$ cat config.mk
export PLATFORM = sky130hd
export DESIGN_NAME = covEngine
export DESIGN_NICKNAME = d
export VERILOG_FILES = /design/src/rtl/covPkg.sv /design/src/rtl/covCtl.sv /design/src/rtl/covDp.sv /design/src/rtl/covEngine.sv
export SDC_FILE = /design/constraint.sdc
export NUM_CORES = 2
export LEC_CHECK = 0
export BUFFER_PORTS_ARGS = -buffer_cell sky130_fd_sc_hd__buf_2
export CORE_UTILIZATION = 40
export DETAILED_ROUTE_END_ITERATION = 16
export GPL_TIMING_DRIVEN = 1
export PLACE_DENSITY_LB_ADDON = 0.2
export SYNTH_ARGS = -nofsm -noshare
export SYNTH_HDL_FRONTEND = slang
export SYNTH_SLANG_ARGS = --single-unit
$ cat constraint.sdc
create_clock -name clk -period 19.5 [get_ports clk]
set_input_delay 3.9 -clock clk [delete_from_list [all_inputs] [get_ports clk]]
set_output_delay 3.9 -clock clk [all_outputs]
set_load 0.1 [all_outputs]
$ cat src/rtl/covPkg.sv
package covPkg;
  localparam int DATA_W     = 8;
  localparam int LANES      = 4;
  localparam int MAX_ROWS   = 8;
  localparam int MAX_CHUNKS = 4;
  localparam int MAX_SEGS   = 16;

  localparam int TREE_LVLS  = $clog2(LANES);
  localparam int MAX_COLS   = MAX_SEGS * MAX_CHUNKS * LANES;
  localparam int ACC_W      = 2 * DATA_W + $clog2(MAX_COLS);
  localparam int ROW_W      = $clog2(MAX_ROWS);
  localparam int ROWC_W     = $clog2(MAX_ROWS + 1);
  localparam int CHK_W      = (MAX_CHUNKS > 1) ? $clog2(MAX_CHUNKS) : 1;
  localparam int CHKC_W     = $clog2(MAX_CHUNKS + 1);
  localparam int SEGC_W     = $clog2(MAX_SEGS + 1);
  localparam int PAIRS      = MAX_ROWS * (MAX_ROWS + 1) / 2;
  localparam int PAIR_W     = $clog2(PAIRS);
  localparam int BANK_DEPTH = MAX_ROWS * MAX_CHUNKS;
  localparam int BANK_AW    = $clog2(BANK_DEPTH);

  typedef struct packed {
    logic                wrEn;
    logic                wrBank;
    logic [BANK_AW-1:0]  wrAddr;
    logic                issue;
    logic                issBank;
    logic [BANK_AW-1:0]  addrA;
    logic [BANK_AW-1:0]  addrB;
    logic                firstChunk;
    logic                lastChunk;
    logic                firstSeg;
    logic [PAIR_W-1:0]   pairIdx;
    logic [PAIR_W-1:0]   rdIdx;
  } strobe_t;

  typedef struct packed {
    logic                firstChunk;
    logic                lastChunk;
    logic                firstSeg;
    logic [PAIR_W-1:0]   pairIdx;
  } tag_t;

  typedef enum logic [1:0] {ST_IDLE, ST_RUN, ST_DRAIN, ST_OUT} state_t;
endpackage

$ cat src/rtl/covCtl.sv
module covCtl
  import covPkg::*;
(
  input  logic              clk,
  input  logic              rstN,
  input  logic              start,
  input  logic [ROWC_W-1:0] cfgRows,
  input  logic [CHKC_W-1:0] cfgChunks,
  input  logic [SEGC_W-1:0] cfgSegs,
  input  logic              inValid,
  output logic              inReady,
  input  logic              resReady,
  input  logic              pipeBusy,
  output logic              done,
  output logic              resValid,
  output logic              resLast,
  output strobe_t           stb
);
  state_t             state;
  logic [ROWC_W-1:0]  nRows;
  logic [CHKC_W-1:0]  nChunks;
  logic [SEGC_W-1:0]  nSegs, segsLoaded, compSeg;
  logic [ROW_W-1:0]   fRow, cRow, cCol;
  logic [CHK_W-1:0]   fChunk, cChunk;
  logic               fillBank, fillFull, compBusy;
  logic [PAIR_W-1:0]  pairCnt, rdIdx;
  logic               doneR;

  logic accept, swap, lastFill, lastChunkC, lastCol, lastRow, lastRead;
  int   totalPairs;

  always_comb begin
    totalPairs = int'(nRows) * (int'(nRows) + 1) / 2;
    inReady    = (state == ST_RUN) && !fillFull && (segsLoaded < nSegs);
    accept     = inValid && inReady;
    lastFill   = (int'(fRow) == int'(nRows) - 1) && (int'(fChunk) == int'(nChunks) - 1);
    swap       = (state == ST_RUN) && fillFull && !compBusy;
    lastChunkC = int'(cChunk) == int'(nChunks) - 1;
    lastCol    = cCol == cRow;
    lastRow    = int'(cRow) == int'(nRows) - 1;
    lastRead   = int'(rdIdx) == totalPairs - 1;
    resValid   = state == ST_OUT;
    resLast    = resValid && lastRead;
    done       = doneR;

    stb            = '0;
    stb.wrEn       = accept;
    stb.wrBank     = fillBank;
    stb.wrAddr     = BANK_AW'(int'(fRow) * MAX_CHUNKS + int'(fChunk));
    stb.issue      = compBusy && (state == ST_RUN);
    stb.issBank    = ~fillBank;
    stb.addrA      = BANK_AW'(int'(cRow) * MAX_CHUNKS + int'(cChunk));
    stb.addrB      = BANK_AW'(int'(cCol) * MAX_CHUNKS + int'(cChunk));
    stb.firstChunk = cChunk == '0;
    stb.lastChunk  = lastChunkC;
    stb.firstSeg   = int'(compSeg) == 1;
    stb.pairIdx    = pairCnt;
    stb.rdIdx      = rdIdx;
  end

  always_ff @(posedge clk) begin
    if (!rstN) begin
      state      <= ST_IDLE;
      nRows      <= '0;
      nChunks    <= '0;
      nSegs      <= '0;
      segsLoaded <= '0;
      compSeg    <= '0;
      fRow       <= '0;
      fChunk     <= '0;
      cRow       <= '0;
      cCol       <= '0;
      cChunk     <= '0;
      fillBank   <= 1'b0;
      fillFull   <= 1'b0;
      compBusy   <= 1'b0;
      pairCnt    <= '0;
      rdIdx      <= '0;
      doneR      <= 1'b0;
    end else begin
      doneR <= 1'b0;
      case (state)
        ST_IDLE: if (start) begin
          nRows      <= cfgRows;
          nChunks    <= cfgChunks;
          nSegs      <= cfgSegs;
          segsLoaded <= '0;
          compSeg    <= '0;
          fRow       <= '0;
          fChunk     <= '0;
          fillFull   <= 1'b0;
          compBusy   <= 1'b0;
          state      <= ST_RUN;
        end
        ST_RUN: begin
          if (accept) begin
            if (lastFill) begin
              fRow       <= '0;
              fChunk     <= '0;
              fillFull   <= 1'b1;
              segsLoaded <= segsLoaded + 1'b1;
            end else if (int'(fChunk) == int'(nChunks) - 1) begin
              fChunk <= '0;
              fRow   <= fRow + 1'b1;
            end else begin
              fChunk <= fChunk + 1'b1;
            end
          end
          if (swap) begin
            fillBank <= ~fillBank;
            fillFull <= 1'b0;
            compBusy <= 1'b1;
            compSeg  <= compSeg + 1'b1;
            cRow     <= '0;
            cCol     <= '0;
            cChunk   <= '0;
            pairCnt  <= '0;
          end else if (compBusy) begin
            if (!lastChunkC) begin
              cChunk <= cChunk + 1'b1;
            end else begin
              cChunk  <= '0;
              pairCnt <= pairCnt + 1'b1;
              if (!lastCol) begin
                cCol <= cCol + 1'b1;
              end else if (!lastRow) begin
                cCol <= '0;
                cRow <= cRow + 1'b1;
              end else begin
                compBusy <= 1'b0;
                if (compSeg == nSegs) state <= ST_DRAIN;
              end
            end
          end
        end
        ST_DRAIN: if (!pipeBusy) begin
          state <= ST_OUT;
          doneR <= 1'b1;
          rdIdx <= '0;
        end
        default: if (resReady) begin
          rdIdx <= rdIdx + 1'b1;
          if (lastRead) state <= ST_IDLE;
        end
      endcase
    end
  end

  // only pairs on or below the diagonal are ever issued
  a_r2_lower_tri: assert property (@(posedge clk) disable iff (!rstN)
    stb.issue |-> (cCol <= cRow));
  // done lasts one cycle
  a_r7_done_pulse: assert property (@(posedge clk) disable iff (!rstN)
    done |=> !done);
  // first result coincides with done
  a_r7_done_first: assert property (@(posedge clk) disable iff (!rstN)
    $rose(resValid) |-> done);
  // input only accepted while a job loads
  a_r10_ready_run: assert property (@(posedge clk) disable iff (!rstN)
    inReady |-> (state == ST_RUN));
  // readout index frozen under stall
  a_r9_idx_hold: assert property (@(posedge clk) disable iff (!rstN)
    (resValid && !resReady) |=> (resValid && $stable(rdIdx)));
endmodule

$ cat src/rtl/covDp.sv
module covDp
  import covPkg::*;
(
  input  logic                      clk,
  input  logic                      rstN,
  input  logic [LANES*DATA_W-1:0]   inData,
  input  strobe_t                   stb,
  output logic                      pipeBusy,
  output logic signed [ACC_W-1:0]   resData
);
  logic [LANES*DATA_W-1:0] bankMem [2][BANK_DEPTH];
  logic [LANES*DATA_W-1:0] opA, opB;
  logic                    vld  [TREE_LVLS+1];
  tag_t                    tagP [TREE_LVLS+1];
  logic signed [ACC_W-1:0] accStore [PAIRS];
  logic signed [ACC_W-1:0] runSum, treeOut;

  function automatic logic signed [ACC_W-1:0] mulExt(input logic [DATA_W-1:0] a,
                                                     input logic [DATA_W-1:0] b);
    logic signed [2*DATA_W-1:0] p;
    p = $signed(a) * $signed(b);
    return {{(ACC_W-2*DATA_W){p[2*DATA_W-1]}}, p};
  endfunction

  always_ff @(posedge clk) begin
    if (stb.wrEn) bankMem[stb.wrBank][stb.wrAddr] <= inData;
  end

  always_comb begin
    opA = bankMem[stb.issBank][stb.addrA];
    opB = bankMem[stb.issBank][stb.addrB];
  end

  always_ff @(posedge clk) begin
    if (!rstN) begin
      for (int k = 0; k <= TREE_LVLS; k++) begin
        vld[k]  <= 1'b0;
        tagP[k] <= '0;
      end
    end else begin
      vld[0]  <= stb.issue;
      tagP[0] <= '{firstChunk: stb.firstChunk, lastChunk: stb.lastChunk,
                   firstSeg: stb.firstSeg, pairIdx: stb.pairIdx};
      for (int k = 1; k <= TREE_LVLS; k++) begin
        vld[k]  <= vld[k-1];
        tagP[k] <= tagP[k-1];
      end
    end
  end

  for (genvar lvl = 0; lvl <= TREE_LVLS; lvl++) begin : g_lvl
    localparam int NODES = LANES >> lvl;
    logic signed [ACC_W-1:0] node [NODES];
    if (lvl == 0) begin : g_mul
      always_ff @(posedge clk) begin
        for (int l = 0; l < NODES; l++)
          node[l] <= mulExt(opA[l*DATA_W +: DATA_W], opB[l*DATA_W +: DATA_W]);
      end
    end else begin : g_add
      always_ff @(posedge clk) begin
        for (int n = 0; n < NODES; n++)
          node[n] <= g_lvl[lvl-1].node[2*n] + g_lvl[lvl-1].node[2*n+1];
      end
    end
  end

  assign treeOut = g_lvl[TREE_LVLS].node[0];

  always_ff @(posedge clk) begin
    if (!rstN) runSum <= '0;
    else if (vld[TREE_LVLS] && !tagP[TREE_LVLS].lastChunk)
      runSum <= (tagP[TREE_LVLS].firstChunk ? '0 : runSum) + treeOut;
  end

  always_ff @(posedge clk) begin
    if (vld[TREE_LVLS] && tagP[TREE_LVLS].lastChunk)
      accStore[tagP[TREE_LVLS].pairIdx] <=
        (tagP[TREE_LVLS].firstSeg ? '0 : accStore[tagP[TREE_LVLS].pairIdx]) +
        (tagP[TREE_LVLS].firstChunk ? '0 : runSum) + treeOut;
  end

  always_comb begin
    pipeBusy = 1'b0;
    for (int k = 0; k <= TREE_LVLS; k++) pipeBusy = pipeBusy | vld[k];
    resData = accStore[stb.rdIdx];
  end

  // the filling bank is never the bank feeding the multipliers
  a_r6_bank_split: assert property (@(posedge clk) disable iff (!rstN)
    (stb.wrEn && stb.issue) |-> (stb.wrBank != stb.issBank));
  // a slice chain always opens with a first chunk
  a_r5_chain_open: assert property (@(posedge clk) disable iff (!rstN)
    (vld[0] && !tagP[0].firstChunk) |-> $past(stb.issue, 2));
endmodule

$ cat src/rtl/covEngine.sv
module covEngine
  import covPkg::*;
(
  input  logic                      clk,
  input  logic                      rstN,
  input  logic                      start,
  input  logic [ROWC_W-1:0]         cfgRows,
  input  logic [CHKC_W-1:0]         cfgChunks,
  input  logic [SEGC_W-1:0]         cfgSegs,
  input  logic                      inValid,
  output logic                      inReady,
  input  logic [LANES*DATA_W-1:0]   inData,
  output logic                      done,
  output logic                      resValid,
  input  logic                      resReady,
  output logic signed [ACC_W-1:0]   resData,
  output logic                      resLast
);
  strobe_t stb;
  logic    pipeBusy;

  covCtl u_ctl (
    .clk(clk), .rstN(rstN), .start(start),
    .cfgRows(cfgRows), .cfgChunks(cfgChunks), .cfgSegs(cfgSegs),
    .inValid(inValid), .inReady(inReady), .resReady(resReady),
    .pipeBusy(pipeBusy), .done(done), .resValid(resValid),
    .resLast(resLast), .stb(stb)
  );

  covDp u_dp (
    .clk(clk), .rstN(rstN), .inData(inData), .stb(stb),
    .pipeBusy(pipeBusy), .resData(resData)
  );

  // stalled result stays put
  a_r9_res_hold: assert property (@(posedge clk) disable iff (!rstN)
    (resValid && !resReady) |=> (resValid && $stable(resData)));
endmodule

==> impl.org <==
** Status
- The run finished with clean final reports.

** Clock tree
- Clock latency on the worst-skew pair :: 950 ps
- The H-tree was split into 5 levels.
- For this design, the CTS-stage hold fixing added 0 buffers.
- Postcts setup bufs :: 0
- Clock-pin slew on the worst setup and hold paths :: ~60 ps
- Number of gates given a new drive strength after cts :: 0
- Total CTS buffers :: 341
- The longest clock path from root to sink contains 4 buffers.
- CTS tree :: done
- Root Buffer Master :: sky130_fd_sc_hd__clkbuf_16
- CTS sink cnt :: 3161

** Worst setup path
- Of all nets on the critical path, the largest fanout is 13.
- Traced cell by cell, the critical path runs through inv_1 > ha_1 > and2_1 > ha_1 > inv_1 > fa_1 > fa_1 > inv_1 > ha_1 > xnor2_1 > nand3b_1 > or3_1 > nor3_1 > ha_1 > nand4b_1 > nor4_1 > nor3b_1 > and2_1 > buf_2.
- Crit-path max cell delay :: 650 ps
- In this run the critical register-to-register path is launched from u_ctl.fillBank.
- Critical path data arrival time :: 6840 ps
- Slowest cell on crit path :: sky130_fd_sc_hd__dfxtp_1
- Critical path startpoint :: u_ctl.nRows[0]
- STA classifies the critical path startpoint as a register.
- By startpoint and endpoint, the worst setup path is classified as reg -> out.
- Data required time at the worst endpoint :: ~16000 ps
- STA classifies the critical path endpoint as an output port.
- The cell that appears most often on the critical path is sky130_fd_sc_hd__ha_1.

** Timing
- The final number of hold-violating endpoints came to 0.
- Time the final worst path needs with I/O delays and setup :: ~11000 ps
- Share of the cycle needed by the critical path after routing :: 0.551
- RSZ-0062 raised after global routing :: no
- Final Max Slew Viols :: 0
- Transition at the pin with the smallest max-transition slack :: 1260 ps
- Final setup violation count :: 0
- For the final routed database, the setup TNS stands at 0 ps.
- Timing would allow up to 93.1 MHz.
- Final worst-path setup slack :: 8760 ps
- Between clock sinks in the finished design, the worst skew comes to roughly 94 ps.
- Remaining max-slew budget at the tightest pin :: 0.156

** Global routing
- The first global-routing pass estimated roughly 590000 um of wire.
- Entering global routing, the biggest net connects approximately 120 pins.
- Global route total overflow :: 0
- Via count of the first global-routing pass :: just over 80000
- Antenna violations before repair :: 29
- For this run, the total global-route usage over all layers was measured as 0.228.

** Finish
- Compared with the post-synthesis result, the final layout area differs by 12.6%.
- Reg area :: 92500 um^2
- Total area of multi-input combinational cells :: 47100 um^2
- Measured on the finished design, the core utilization comes to 0.454.
- Fill cells in the final layout number approximately 30000.
- Ratio of cells with drive above 1 in the final layout :: 0.198
- The net count of the finished layout is 9478.

** Floorplanning
- Initial cell density of the core :: 0.403
- Die width :: ~600 um
- Measured along the y axis, the die boundary spans 598 um.
- The core region is around 350000 um^2.
- The die covers 358000 um^2.
- For this design the top-level I/O count stands at 77.
- Num rows :: 218

** Placement
- OpenSTA, run right after detailed placement, puts the worst setup slack at 9620 ps.
- Count of buffers from port buffering :: 76
- Summed over all nets, the half-perimeter wirelength after detailed placement is 248000 um.
- Final Wtd Congestion :: 0.830

** Drt
- The routed design has 414000 um of wire.
- The count of nets left with antenna violations once routing finished came out at 0.
- Drt via density :: 5.83
- Across all layers, the routed design uses between 80000 and 90000 vias.
- Count of TritonRoute iterations in the first routing pass :: 6
- First DRT Iteration DRCs :: 8676
- Average detailed-routed wire length per instance :: a little under 30 um
- Final routed DRC violation total :: 0

** Synth
- Synthesized net count :: between 9000 and 10000
- For this run, the number of Yosys warnings is 0.
- Sorting the synthesized cells by area gives the leading types as sky130_fd_sc_hd__edfxtp_1 (61%), sky130_fd_sc_hd__mux4_2 (14%), sky130_fd_sc_hd__fa_1 (3.6%).
- #FFs+latches synth :: approximately 3200
- Primary flip-flop cell chosen by synthesis mapping :: sky130_fd_sc_hd__edfxtp_1
- Of the post-synthesis cell area, the dominant cell type holds 0.614.
- Each instance of the synthesized netlist takes up on average 16.3 um^2.
- Summing every instance area after synthesis gives 142000 um^2.
- Most frequent cells after synthesis :: sky130_fd_sc_hd__edfxtp_1 (2912), sky130_fd_sc_hd__nand2_1 (864), sky130_fd_sc_hd__mux4_2 (856), sky130_fd_sc_hd__nor2_1 (511), sky130_fd_sc_hd__inv_1 (441)
- Yosys cell types :: 76
- In the synthesized netlist the async set-or-reset flop fraction comes to 0.
- Number of enable flip-flop cells after synthesis :: a little under 3000
- The share of the Yosys chip area taken by registers is 0.650.
- Dominant cell type by area after synthesis :: sky130_fd_sc_hd__edfxtp_1
- The cell count after synthesis came out at 8718.
- Among all cell types in the netlist, the one instantiated most often is sky130_fd_sc_hd__edfxtp_1.

** Min path
- Beginning of the worst hold path :: u_dp.tagP[0][5]
- Hold Path Class :: reg -> reg

** Power and ir drop
- The analysis attributes to cell leakage a power of between 50 and 60 nW.
- Power density of the placed cells :: between 90 and 100 nW/um^2
- Maximum VDD drop :: 0.0979 mV
- The design draws 14.6 mW.

** Flow run
- Max-cap violations in this run came to 0.
## final timing paths
check | to | slack, ps | cells after the start
max | resLast | 8760 | 19
max reg2reg | u_dp.g_lvl[0].node[2][14] | 10050 | 27
min | u_dp.tagP[0][14] | 430 | 1
min reg2reg | u_dp.tagP[0][14] | 430 | 1
## power by group
group | internal (mW) | leakage (nW) | switching, mW
clock | 3.67 | 5.34 | 2.70
sequential | 7.38 | 28.2 | 0.0288
combinational | 0.322 | 19.9 | 0.506
## per-layer routing
metal | track usage | up-vias | routed length, um
li1 | - | 34200 | -
met1 | 0.315 | 42900 | 172000
met2 | 0.369 | 3432 | 197000
met3 | 0.0379 | 700 | 31100
met4 | 0.0726 | 6 | 13900
met5 | 0 | - | 35
## kinds of logic (layout without fill, tap and decap cells)
family                     Yosys count  count (layout)  share of synthesized area
DFF                               3161            3161                      0.650
and+or+nand+nor                   1758            1758                     0.0528
AOI/OAI and AO/OA                 1185            1185                     0.0547
muxes                             1021            1021                      0.147
buffers and inverters              901            1375                     0.0262
adders and majority gates          517             517                     0.0588
xor gates and xnor gates           175             175                     0.0109
other                                0              10                          0
## cells in the final DEF, fill, tap and decap left out, drive strengths merged, types with 25 or more instances in the layout
cell    instances
a21oi         263
a21o           47
edfxtp       2912
nor2          511
a22o           73
nor3           36
a22oi         239
a221oi         76
xor2           56
o21a           25
fa            253
nor2b          52
dfxtp         249
nand2         864
xnor2         118
a31oi          49
clkinv        147
buf           296
nand2b         67
ha            264
mux2i         164
and2           50
nand4          65
bufinv         28
inv           468
o21ai         262
mux4          856
o21bai         26
clkbuf        422
nand3          42
## worst max-delay path, delay by kind of cell (launching register included)
kind | cells | cell delay (ps)
XOR/XNOR | 1 | 320
adder cells (fa/ha/maj) | 6 | 2140
buffers and inverters | 4 | 640
flip-flops | 1 | 650
AND/OR/NAND/NOR | 8 | 2190
## metrics by stage
step                hold slack (ps)  area, um^2  cells
detailed placement              420      149000  13300
global route                    448      160000  13900
global placement                417      149000  13300
CTS                             434      160000  13900
floorplan                       412      142000   8718
finish                          427      160000  13900
## area by class of cell
cell class                 instances  area share
sequential                      3161       0.577
antenna                           10    0.000156
timing repair buffer             296      0.0135
clock buffer                     422      0.0563
inverter                         456      0.0107
tap                             4730      0.0369
multi-input combinational       4656       0.294
clock inverter                   201      0.0118
## registers in the layout, summed over array words and instances, names as in the netlist, 4 cells and up, named ones only
signal and flops:
u_dp.tagP 27, u_ctl.nSegs 5, u_ctl.segsLoaded 5, u_dp.accStore 864, u_ctl.nRows 4, u_ctl.pairCnt 6, u_dp.bankMem 2048, u_ctl.compSeg 5
u_dp.g_lvl.node 136, u_ctl.rdIdx 6, u_dp.runSum 24
No activity file was read; power rests on OpenSTA's default activity.
